[src/rtl/alu8_pkg.sv]
package alu8_pkg;

    localparam int DW  = 8;
    localparam int NW  = DW / 2;
    localparam int OPW = 4;

    localparam int PSW_CY  = 7;
    localparam int PSW_AC  = 6;
    localparam int PSW_UA  = 5;
    localparam int PSW_BK1 = 4;
    localparam int PSW_BK0 = 3;
    localparam int PSW_OV  = 2;
    localparam int PSW_UB  = 1;
    localparam int PSW_P   = 0;

    typedef enum logic [OPW-1:0] {
        OP_ADD  = 4'd0,
        OP_ADDC = 4'd1,
        OP_SUBB = 4'd2,
        OP_AND  = 4'd3,
        OP_OR   = 4'd4,
        OP_XOR  = 4'd5,
        OP_RLC  = 4'd6,
        OP_RRC  = 4'd7,
        OP_MUL  = 4'd8,
        OP_DIV  = 4'd9
    } alu_op_e;

    typedef struct packed {
        logic cy;
        logic ac;
        logic ov;
        logic wr_cy;
        logic wr_ac;
        logic wr_ov;
    } flag_upd_t;

    typedef struct packed {
        logic [DW-1:0] lo;
        logic [DW-1:0] hi;
        flag_upd_t     f;
    } alu_res_t;

    function automatic logic odd_ones(input logic [DW-1:0] v);
        return ^v;
    endfunction

    function automatic logic is_logic_op(input logic [OPW-1:0] c);
        return (c == OP_AND) || (c == OP_OR) || (c == OP_XOR);
    endfunction

endpackage

[src/rtl/alu8_arith.sv]
module alu8_arith
    import alu8_pkg::*;
(
    input  alu_op_e          op,
    input  logic [DW-1:0]    a,
    input  logic [DW-1:0]    b,
    input  logic             cy_in,
    output alu_res_t         r
);
    logic          cin;
    logic          is_sub;
    logic [DW:0]   sum_w;
    logic [DW:0]   dif_w;
    logic [NW:0]   nsum_w;
    logic [NW:0]   ndif_w;

    always_comb begin
        is_sub = (op == OP_SUBB);
        cin    = ((op == OP_ADDC) || is_sub) ? cy_in : 1'b0;
        sum_w  = {1'b0, a} + {1'b0, b} + {{DW{1'b0}}, cin};
        dif_w  = {1'b0, a} - {1'b0, b} - {{DW{1'b0}}, cin};
        nsum_w = {1'b0, a[NW-1:0]} + {1'b0, b[NW-1:0]} + {{NW{1'b0}}, cin};
        ndif_w = {1'b0, a[NW-1:0]} - {1'b0, b[NW-1:0]} - {{NW{1'b0}}, cin};

        r          = '0;
        r.f.wr_cy  = 1'b1;
        r.f.wr_ac  = 1'b1;
        r.f.wr_ov  = 1'b1;
        if (is_sub) begin
            r.lo   = dif_w[DW-1:0];
            r.f.cy = dif_w[DW];
            r.f.ac = ndif_w[NW];
            r.f.ov = (a[DW-1] != b[DW-1]) && (dif_w[DW-1] != a[DW-1]);
        end else begin
            r.lo   = sum_w[DW-1:0];
            r.f.cy = sum_w[DW];
            r.f.ac = nsum_w[NW];
            r.f.ov = (a[DW-1] == b[DW-1]) && (sum_w[DW-1] != a[DW-1]);
        end
    end
endmodule

[src/rtl/alu8_logic.sv]
module alu8_logic
    import alu8_pkg::*;
(
    input  alu_op_e          op,
    input  logic [DW-1:0]    a,
    input  logic [DW-1:0]    b,
    input  logic             cy_in,
    output alu_res_t         r
);
    always_comb begin
        r = '0;
        unique case (op)
            OP_AND: r.lo = a & b;
            OP_OR:  r.lo = a | b;
            OP_XOR: r.lo = a ^ b;
            OP_RLC: begin
                r.lo      = {a[DW-2:0], cy_in};
                r.f.cy    = a[DW-1];
                r.f.wr_cy = 1'b1;
            end
            OP_RRC: begin
                r.lo      = {cy_in, a[DW-1:1]};
                r.f.cy    = a[0];
                r.f.wr_cy = 1'b1;
            end
            default: r = '0;
        endcase
    end
endmodule

[src/rtl/alu8_muldiv.sv]
module alu8_muldiv
    import alu8_pkg::*;
(
    input  alu_op_e          op,
    input  logic [DW-1:0]    a,
    input  logic [DW-1:0]    b,
    output alu_res_t         r
);
    logic [2*DW-1:0] prod;
    logic [DW-1:0]   dvsr;
    logic            by_zero;

    always_comb begin
        prod    = {{DW{1'b0}}, a} * {{DW{1'b0}}, b};
        by_zero = (b == '0);
        dvsr    = by_zero ? {{(DW-1){1'b0}}, 1'b1} : b;

        r         = '0;
        r.f.cy    = 1'b0;
        r.f.wr_cy = 1'b1;
        r.f.wr_ov = 1'b1;
        if (op == OP_MUL) begin
            r.lo   = prod[DW-1:0];
            r.hi   = prod[2*DW-1:DW];
            r.f.ov = (prod[2*DW-1:DW] != '0);
        end else if (by_zero) begin
            r.lo   = '1;
            r.hi   = a;
            r.f.ov = 1'b1;
        end else begin
            r.lo   = a / dvsr;
            r.hi   = a % dvsr;
            r.f.ov = 1'b0;
        end
    end
endmodule

[src/rtl/alu8_psw.sv]
module alu8_psw
    import alu8_pkg::*;
(
    input  logic             clk,
    input  logic             rst,
    input  logic             flag_we,
    input  flag_upd_t        upd,
    input  logic             psw_we,
    input  logic [DW-1:0]    psw_wdata,
    input  logic [DW-1:0]    acc_val,
    output logic [DW-1:0]    psw_q
);
    logic [DW-1:0] psw_d;

    always_comb begin
        psw_d = psw_q;
        if (psw_we) begin
            psw_d = psw_wdata;
        end
        if (flag_we) begin
            if (upd.wr_cy) psw_d[PSW_CY] = upd.cy;
            if (upd.wr_ac) psw_d[PSW_AC] = upd.ac;
            if (upd.wr_ov) psw_d[PSW_OV] = upd.ov;
        end
        psw_d[PSW_P] = odd_ones(acc_val);
    end

    always_ff @(posedge clk) begin
        if (rst) psw_q <= '0;
        else     psw_q <= psw_d;
    end


    parity_track_chk: assert property (@(posedge clk) disable iff (rst)
        $past(!rst) |-> (psw_q[PSW_P] == (^$past(acc_val))));


    user_bits_hold_chk: assert property (@(posedge clk) disable iff (rst)
        ($past(!rst) && !$past(psw_we)) |->
            (psw_q[PSW_UA] == $past(psw_q[PSW_UA])) &&
            (psw_q[PSW_UB] == $past(psw_q[PSW_UB])) &&
            (psw_q[PSW_BK1] == $past(psw_q[PSW_BK1])) &&
            (psw_q[PSW_BK0] == $past(psw_q[PSW_BK0])));
endmodule

[src/rtl/alu8_core.sv]
module alu8_core
    import alu8_pkg::*;
(
    input  logic             clk,
    input  logic             rst,
    input  logic [OPW-1:0]   op_code,
    input  logic [DW-1:0]    opa,
    input  logic [DW-1:0]    opb,
    input  logic             flag_we,
    input  logic             psw_we,
    input  logic [DW-1:0]    psw_wdata,
    input  logic [DW-1:0]    acc_val,
    output logic [DW-1:0]    res_lo,
    output logic [DW-1:0]    res_hi,
    output logic [DW-1:0]    psw
);
    alu_op_e  op;
    alu_res_t r_arith;
    alu_res_t r_logic;
    alu_res_t r_md;
    alu_res_t r_sel;

    assign op = alu_op_e'(op_code);

    alu8_arith u_arith (
        .op    (op),
        .a     (opa),
        .b     (opb),
        .cy_in (psw[PSW_CY]),
        .r     (r_arith)
    );

    alu8_logic u_logic (
        .op    (op),
        .a     (opa),
        .b     (opb),
        .cy_in (psw[PSW_CY]),
        .r     (r_logic)
    );

    alu8_muldiv u_md (
        .op (op),
        .a  (opa),
        .b  (opb),
        .r  (r_md)
    );

    always_comb begin
        case (op_code)
            OP_ADD, OP_ADDC, OP_SUBB:               r_sel = r_arith;
            OP_AND, OP_OR, OP_XOR, OP_RLC, OP_RRC:  r_sel = r_logic;
            OP_MUL, OP_DIV:                         r_sel = r_md;
            default:                                r_sel = '0;
        endcase
    end

    assign res_lo = r_sel.lo;
    assign res_hi = r_sel.hi;

    alu8_psw u_psw (
        .clk       (clk),
        .rst       (rst),
        .flag_we   (flag_we),
        .upd       (r_sel.f),
        .psw_we    (psw_we),
        .psw_wdata (psw_wdata),
        .acc_val   (acc_val),
        .psw_q     (psw)
    );


    mul_cy_clear_chk: assert property (@(posedge clk) disable iff (rst)
        (flag_we && op_code == OP_MUL) |=> !psw[PSW_CY]);


    mul_ov_range_chk: assert property (@(posedge clk) disable iff (rst)
        (flag_we && op_code == OP_MUL) |=> (psw[PSW_OV] == ($past(res_hi) != '0)));


    div_zero_ov_chk: assert property (@(posedge clk) disable iff (rst)
        (flag_we && op_code == OP_DIV && opb == '0) |=> (psw[PSW_OV] && !psw[PSW_CY]));


    logic_keep_chk: assert property (@(posedge clk) disable iff (rst)
        (flag_we && !psw_we && is_logic_op(op_code)) |=>
            ($stable(psw[PSW_CY]) && $stable(psw[PSW_AC]) && $stable(psw[PSW_OV])));


    no_flag_we_chk: assert property (@(posedge clk) disable iff (rst)
        (!flag_we && !psw_we) |=>
            ($stable(psw[PSW_CY]) && $stable(psw[PSW_AC]) && $stable(psw[PSW_OV])));
endmodule

[config.mk]
export PLATFORM = sky130hd
export DESIGN_NAME = alu8_core
export DESIGN_NICKNAME = d
export VERILOG_FILES = /design/src/rtl/alu8_pkg.sv /design/src/rtl/alu8_arith.sv /design/src/rtl/alu8_logic.sv /design/src/rtl/alu8_muldiv.sv /design/src/rtl/alu8_psw.sv /design/src/rtl/alu8_core.sv
export SDC_FILE = /design/constraint.sdc
export NUM_CORES = 1
export LEC_CHECK = 0
export ABC_AREA = 1
export CORE_MARGIN = 2
export CORE_UTILIZATION = 35
export DETAILED_ROUTE_END_ITERATION = 12
export GPL_TIMING_DRIVEN = 1
export SLEW_MARGIN = 30
export SYNTH_ARGS = -nofsm -noshare
export SYNTH_HDL_FRONTEND = slang
export SYNTH_SLANG_ARGS = --single-unit
[constraint.sdc]
create_clock -name clk -period 13.6 [get_ports clk]
set_clock_uncertainty 0.05 [all_clocks]
set_input_delay 1.36 -clock clk [delete_from_list [all_inputs] [get_ports clk]]
set_output_delay 1.36 -clock clk [all_outputs]
set_load 0.005 [all_outputs]
# Word-level counts from Yosys, hierarchy flattened
# Index checks and enable logic that the tools add are counted.
# op_classes
bitwise	3
add_sub_neg	8
n_shift	0
eq_ne	13
div_mod_pow	2
n_mux	18
order_cmp	0
reduce_logical	11
n_mul	1
# ops
operator	count
$pmux W22 S3	1
$pmux W8 S5	1
$mux W16	2
$mux W8	3
$eq A4 B3 Y1 const B	4
$mul A8 B8 Y16	1
$add A8 B8 Y9	1
$add A9 B1 Y9	1
$sub A8 B8 Y9	1
$sub A9 B1 Y9	1
$and A8 B8 Y8	1
$div A8 B8 Y8	1
$eq A4 B2 Y1 const B	2
$eq A4 B4 Y1 const B	2
$logic_not A8 Y1	1
$mod A8 B8 Y8	1
$mux W1	8
$or A8 B8 Y8	1
$reduce_bool A8 Y1	1
$reduce_xor A8 Y1	1
$xor A8 B8 Y8	1
$add A4 B4 Y5	1
$add A5 B1 Y5	1
$reduce_or A5 Y1	1
13 further kinds	17
# totals
latchBits	0
input_bits	40
romBits	0
mem_count	0
reg_bits	8
out_inout_bits	24
ramBits	0

# Longest topological paths before layout
# Gate-level depths: netlist of run 1.
# logic_depth
ltp_word	10
ltp_mapped	69
ltp_nobuf	67

# Modules after synthesis
# Synthesis of run 1 repeated with hierarchy kept, for this count alone.
# hier_totals
cells_unflattened	1235
hier_area_um2	7586.0
# modules_own_cells
module	cells_per_inst	n_inst	area_per_inst_um2
alu8_muldiv	710	1	4516.8
alu8_arith	184	1	1156.1
alu8_logic	139	1	778.2
alu8_core	123	1	689.4
alu8_psw	79	1	445.4

# Least setup slack after synthesis of run 1
# OpenSTA, ideal clock, no wires.
# synth_path
path_type	input to output
start	input opb[6]
end	output res_hi[0]
path_stages	65
path_buffers	2
setup_slack_ns	2.590
required_time_ns	12.190
t_arrival_ns	9.600
cell_sequence	buf_6 nor2_4 nand2_4 nor2_4 nor2_2 ha_1 o21ai_0 nand2_1 nand2_1 nand2_1 nand2_1 ha_1 nand2_1 nand3b_1 nand2_1 nand2_1 nand2_1 nand3_1 [... 29 more ...] o21ai_0 a21oi_1 o21ai_0 xor2_1 nand2_1 and2_1 ha_1 inv_1 nor3_1 nand4_1 nand3b_1 nand2_1 nand2_1 buf_2 nand2_1 nand2_1 nand2_1 a21oi_1
# synth_via
elab_chain_cells	6
elab_cells_between_ends	7
# synth_rtl
item	line	source
start: declaration	alu8_core.sv:8	input logic [DW-1:0] opb,
$logic_not A8 Y1	alu8_muldiv.sv:15	by_zero = (b == '0);
$mux W8	alu8_muldiv.sv:16	dvsr = by_zero ? {{(DW-1){1'b0}}, 1'b1} : b;
$mod A8 B8 Y8	alu8_muldiv.sv:32	r.hi = a % dvsr;
$mux W16	alu8_muldiv.sv:26	end else if (by_zero) begin
$mux W16 (*)	alu8_muldiv.sv:22	if (op == OP_MUL) begin
$pmux W22 S3 (*)	alu8_core.sv:49	case (op_code)
end: declaration	alu8_core.sv:14	output logic [DW-1:0] res_hi,
# Every way passes the cells marked *; elsewhere a longest branch is shown, timed or not.

# Worst setup path in the final report of run 1
# layout_path
start	input opb[1]
end	output res_hi[0]
# The elaborated chain is that of the path after synthesis.

==> impl_metrics.tcl, run 1 <==
set metrics [dict create \
    min_path_type "flip-flop to flip-flop" \
    worst_pin_slew_ns 0.8203 \
    cts-root-buf "clkbuf_16" \
    synthMuxAreaShare_pct 0.1592 \
    dieArea_sq_mm 0.01905 \
    cp.required_ns 12.19 \
    drt_iter0_markers 477 \
    async_reset_ff_share_pct 0 \
    clk_path_buf_depth 2 \
    p_leak_uw 0.003965 \
    avgSynthCellArea_sq_um 6.350 \
    cts_buffers 3 \
    vias_per_cell 5.117 \
    post_cts_buffers 0 \
    max_freq_mhz 78.43 \
    cp-start-kind "input pin" \
    largestRegisters "u_psw.psw_q (8)" \
    wl_per_cell_um 15.31 \
    netlist_area_sq_mm 0.006286 \
    design.core.area_sq_mm 0.01778 \
    synth-edff-count 0 \
    largest_reg_flops 8 \
    boundaryPins 64 \
    yosysWarnings 0 \
    setup_viol 0 \
    antenna_found_initial 0 \
    path_clk_slew_ns 0.04 \
    drt-pass1-iter-count 5 \
    place_ws_ns 0.5628 \
    drv_cap 0 \
    endpoint_kind "primary output" \
    nets 1240 \
    num_rows 49 \
    register_area_sq_um 160.2 \
    synthCells 990 \
    yosys.cell_types.count 50 \
    fp.dieW_um 138.0 \
    status "finished clean" \
    crit_type "input pin to primary output" \
    grt_pass1_wl_um 31710 \
    post-place-cells 1283 \
    drive_above_1_share_pct 7.001 \
    tritoncts "yes" \
    power.density_mw_per_mm2 82.41 \
    finalWorstSetupSlack_ns 0.8497 \
    multiInputGateArea_sq_mm 0.005328 \
    synth_fp_nets 1171 \
    finalNonFillerCells 1286 \
    synth_top_family_by_area "adder cells" \
    rrSetupSlack_ns 10.22 \
    hold_viol_final 0 \
    critPathMaxStageDelay_ns 0.55 \
    synth_ff_type "dfxtp_1" \
    start_util_pct 35.36 \
    ys_ff_latch 8 \
    synth_compound_area_share_pct 15.92 \
    ys_seq_area_share_pct 2.548 \
    synth_xor_area_share_pct 5.155 \
    worst_path_most_repeated_cell "nand2_1" \
    die_h_um 138.0 \
    routed_wl_um 19680 \
    timing.slew.headroom_pct 44.89 \
    clock_latency_ns 0.23 \
    synth_fa_ha_area_share_pct 32.96 \
    regMostFlops "u_psw.psw_q" \
    gp_congestion 1.003 \
    dp_hpwl_um 16610 \
    antenna-diode-count 0 \
    drcViolationCount 0 \
    clock_sinks 8 \
    yosys.area_share.simple_pct 30.02 \
    finalCritPeriodShare_pct 93.75 \
    first_global_vias 6218 \
    fillers 1924 \
    grt_max_degree 17 \
    vias 6580 \
    ant_nets 0 \
    fin_setup_tns_ns 0 \
    period_minus_slack_ns 12.75 \
    portBuffers 62 \
    grt_overflow 0 \
    cp_max_fo 10 \
    cts_max_level 1 \
    grt.total_usage_pct 20.08 \
    area_growth_syn_to_layout_pct 17.58 \
    cp_slowest_cell "clkdlybuf4s50_1" \
    vdd_drop_max_uv 65.31 \
    cp_data_arrival_time_ns 11.34 \
    slew_violations 0 \
]
## Yosys cell counts, types with 13 or more instances
| master | number | area (sq um) |
|---|---|---|
| nor2_1 | 53 | 198.9 |
| clkbuf_1 | 14 | 52.55 |
| nand2_1 | 227 | 852.1 |
| xnor2_1 | 13 | 113.9 |
| nand3_1 | 69 | 345.3 |
| fa_1 | 41 | 820.8 |
| ha_1 | 100 | 1251 |
| o22ai_1 | 17 | 106.4 |
| a21oi_1 | 55 | 275.3 |
| xor2_1 | 24 | 210.2 |
| nor3_1 | 13 | 65.06 |
| o21ai_0 | 50 | 250.2 |
| inv_1 | 179 | 671.9 |
## per-layer routing
layer	global-route usage [%]	up-vias	share of wire (%)
met5	0	-	0
met4	5.532	0	2.9
met3	2.113	40	5.7
met2	33.35	216	45
met1	27.83	2980	46
li1	-	3344	-
## through the flow
step                      utilization (%)  cell area [sq um]  total power [uW]  hold WS, ns
after floorplan                         -               6286             408.3       0.4370
after global placement              40.96               7282             553.8       0.4277
after detailed placement            40.96               7282             554.5       0.4481
after CTS                           41.38               7357             608.4       0.4563
after global routing                41.57               7391             681.7       0.4856
final                               41.57               7391             609.1       0.4466
## report_power, final
group          total [uW]  internal (uW)  switching [uW]
sequential           26.6           25.7           0.904
combinational         533            212             322
clock                49.2           37.9            11.3
total                 609            275             334
## layout make-up
type,instances,share of cell area [%]
multi-input cells,767,72.08
well taps,229,3.877
clock buffers,3,1.016
flip-flops and latches,8,2.167
inverters,189,9.616
repair buffers,90,11.24
## worst max-delay path, delay by kind of cell
kind	cells	cell delay, ns
adders and majority gates	7	2.15
AOI/OAI and AO/OA	11	1.84
buffers and inverters	6	1.40
and+or+nand+nor	40	4.43
xor gates and xnor gates	1	0.16
## placed cells by master (no fill, tap or decap), drive strengths merged, types with 5 or more instances in the layout
master	count
a211oi	7
a21boi	5
a21oi	58
and2	9
buf	28
clkdlybuf4s50	62
dfxtp	8
fa	41
ha	100
inv	185
nand2	238
nand3	72
nand3b	9
nand4	12
nor2	59
nor3	15
o211ai	5
o21ai	55
o21bai	5
o22ai	17
xnor2	13
xor2	24
## repair_timing
| item | 4_1_cts | 5_1_grt |
|---|---|---|
| hold buffers | 0 | 0 |
| endpoints found under the setup margin | 0 | 9 |
| resized for setup | 0 | 10 |
## worst paths after layout
path,start,end,depth (start not counted)
min reg2reg,u_psw.psw_q[1]$_SDFFE_PP0P_,u_psw.psw_q[1]$_SDFFE_PP0P_,2
max,opb[1],res_hi[0],65
min,u_psw.psw_q[1]$_SDFFE_PP0P_,u_psw.psw_q[1]$_SDFFE_PP0P_,2
max reg2reg,u_psw.psw_q[7]$_SDFF_PP0_,u_psw.psw_q[7]$_SDFF_PP0_,16
## kinds of logic after synthesis
| kind of cell | Yosys count |
|---|---|
| and+or+nand+nor | 418 |
| buffers and inverters | 215 |
| AOI/OAI and AO/OA | 170 |
| adders and majority gates | 141 |
| xor gates and xnor gates | 37 |
| DFF | 8 |
| muxes | 1 |
Note: power is estimated with default switching activity, not from simulation.
==> run 2: changes to the inputs <==
Settings changed: CORE_UTILIZATION 35 to 26.
==> impl_metrics.tcl, run 2 (same netlist as run 1, synthesis figures left out) <==
set metrics [dict create \
    p_int_uw 275.0 \
    routed_wl_um 20560 \
    clock_latency_ns 0.23 \
    design.core.area_sq_mm 0.02361 \
    setup_viol 0 \
    status "finished clean" \
    power.density_mw_per_mm2 81.77 \
    grt_pass1_wl_um 32950 \
    worst_path_most_repeated_cell "nand2_1" \
    final_cell_mix "nand2_1 (224), inv_1 (177), ha_1 (98), nand3_1 (69), clkdlybuf4s50_1 (58)" \
    fin_setup_tns_ns 0 \
    cts_buffers 3 \
    power.share.combinational_pct 87.7 \
    p_seq_share_pct 4.3 \
    antenna_found_initial 0 \
    nets 1235 \
    portBuffers 62 \
    critPathLaunch "opb[2]" \
    switchingPower_uw 342.6 \
    cp.required_ns 12.19 \
    crit_end "res_hi[3]" \
    gp_congestion 0.9435 \
    cp_data_arrival_time_ns 11.36 \
    critPathMaxStageDelay_ns 0.53 \
    fin_area_sq_mm 0.007553 \
    cts-root-buf "clkbuf_16" \
    fp.dieW_um 159.5 \
    drt-pass1-iter-count 5 \
    grt_max_degree 17 \
    drt_iter0_markers 445 \
    regMostFlops "u_psw.psw_q" \
    drive_above_1_share_pct 7.700 \
    wl_per_cell_um 14.99 \
    grt_overflow 0 \
    crit_type "input pin to primary output" \
    cp_slowest_cell "clkdlybuf4s50_1" \
    min_path_type "flip-flop to flip-flop" \
    clkPwrFrac_pct 8.0 \
    boundaryPins 64 \
    area_growth_syn_to_layout_pct 20.16 \
    max_freq_mhz 78.32 \
    timing.slew.headroom_pct 42.20 \
    cts_max_level 1 \
    placed_area_sq_mm 0.007335 \
    period_minus_slack_ns 12.77 \
    first_global_vias 6413 \
    num_rows 56 \
    timing.rr.end "u_psw.psw_q[7]$_SDFF_PP0_" \
    vias_per_cell 4.838 \
    dp_hpwl_um 17270 \
    drv_cap 0 \
    hold_viol_final 0 \
    largestRegisters "u_psw.psw_q (8)" \
    r2r_start "u_psw.psw_q[7]$_SDFF_PP0_" \
    rrSetupSlack_ns 10.32 \
    tritoncts "yes" \
    ant_nets 0 \
    clock_sinks 8 \
    path_clk_slew_ns 0.04 \
    drcViolationCount 0 \
    clk_path_buf_depth 2 \
    p_leak_uw 0.003996 \
    vias 6633 \
    worst_pin_slew_ns 0.8604 \
    endpoint_kind "primary output" \
    antenna-diode-count 0 \
    cp_max_fo 8 \
    worstRegToRegCells 16 \
    p_sw_share_pct 55.47 \
    layout_commonest_cell "nand2_1" \
    die_h_um 159.5 \
    cp-start-kind "input pin" \
    slew_violations 0 \
    dieArea_sq_mm 0.02544 \
    vdd_drop_max_uv 47.93 \
    finalCritPeriodShare_pct 93.88 \
    start_util_pct 26.62 \
    largest_reg_flops 8 \
    grt.total_usage_pct 15.78 \
]
## run 2: cell count changes in the layout (fill, tap and decap cells not counted), moves of 2 or more
| cell | delta |
|---|---|
| dlymetal6s2s_1 | +4 |
| clkdlybuf4s50_1 | -4 |
| o21ai_2 | +4 |
| nor2_4 | +2 |
| o21ai_0 | -3 |
| nor3_1 | -2 |
| buf_4 | -5 |
| nor3_2 | +2 |
## run 2: area by class of cell
type                            count  area (sq um)
Clock buffer                        3         75.07
Multi-Input combinational cell    767          5403
Timing Repair Buffer               85         803.3
Tap cell                          319         399.1
Fill cell                        2611         16060
Sequential cell                     8         160.2
Inverter                          189         713.2
## run 2: metrics by stage
stage / std cells / total power [uW] / utilization (%) / hold WS, ns / setup slack [ns]
after floorplan: 990 / 408.3 / - / 0.4370 / 2.590
after global placement: 1365 / 549.4 / 31.06 / 0.4329 / 0.2422
after detailed placement: 1365 / 554.5 / 31.06 / 0.4448 / 0.1351
after CTS: 1368 / 608.4 / 31.38 / 0.4553 / 0.1039
after global routing: 1371 / 689.2 / 31.99 / 0.4875 / -0.03277
final: 1371 / 617.6 / 31.99 / 0.4565 / 0.8321
## run 2: worst min-delay path by stage
stage / from / end / cells past startpoint
after floorplan: u_psw.psw_q[1]$_SDFFE_PP0P_ / u_psw.psw_q[1]$_SDFFE_PP0P_ / 2
after global placement: u_psw.psw_q[1]$_SDFFE_PP0P_ / u_psw.psw_q[1]$_SDFFE_PP0P_ / 2
after detailed placement: u_psw.psw_q[3]$_SDFFE_PP0P_ / u_psw.psw_q[3]$_SDFFE_PP0P_ / 2
after CTS: u_psw.psw_q[3]$_SDFFE_PP0P_ / u_psw.psw_q[3]$_SDFFE_PP0P_ / 2
after global routing: u_psw.psw_q[4]$_SDFFE_PP0P_ / u_psw.psw_q[4]$_SDFFE_PP0P_ / 2
final: u_psw.psw_q[4]$_SDFFE_PP0P_ / u_psw.psw_q[4]$_SDFFE_PP0P_ / 2
## run 2: layer usage
metal	up-vias	track usage [%]	wire length, um
li1	3337	-	-
met1	3043	21.18	9511
met2	210	25.93	9048
met3	43	2.761	1420
met4	0	4.421	575
met5	-	0	0
## run 2: repair_timing
action                                  CTS  global route
endpoints found under the setup margin    0             9
setup buffers                             0             3
resized for setup                         0            35
hold buffers                              0             0
## run 2: critical path, delay by kind of cell
kind | cells | cell delay, ns
AOI/OAI and AO/OA | 12 | 1.82
xor gates and xnor gates | 1 | 0.16
adders and majority gates | 7 | 2.13
buffers and inverters | 8 | 1.56
and+or+nand+nor | 36 | 4.27
## run 2: power by group through the flow
stage               clock, uW  combinational (uW)  sequential [uW]
floorplan                   0                 381             27.1
global placement            0                 522             26.9
detailed placement          0                 527             27.0
CTS                      50.1                 532             26.6
global route             51.6                 611             26.9
finish                   49.5                 542             26.6
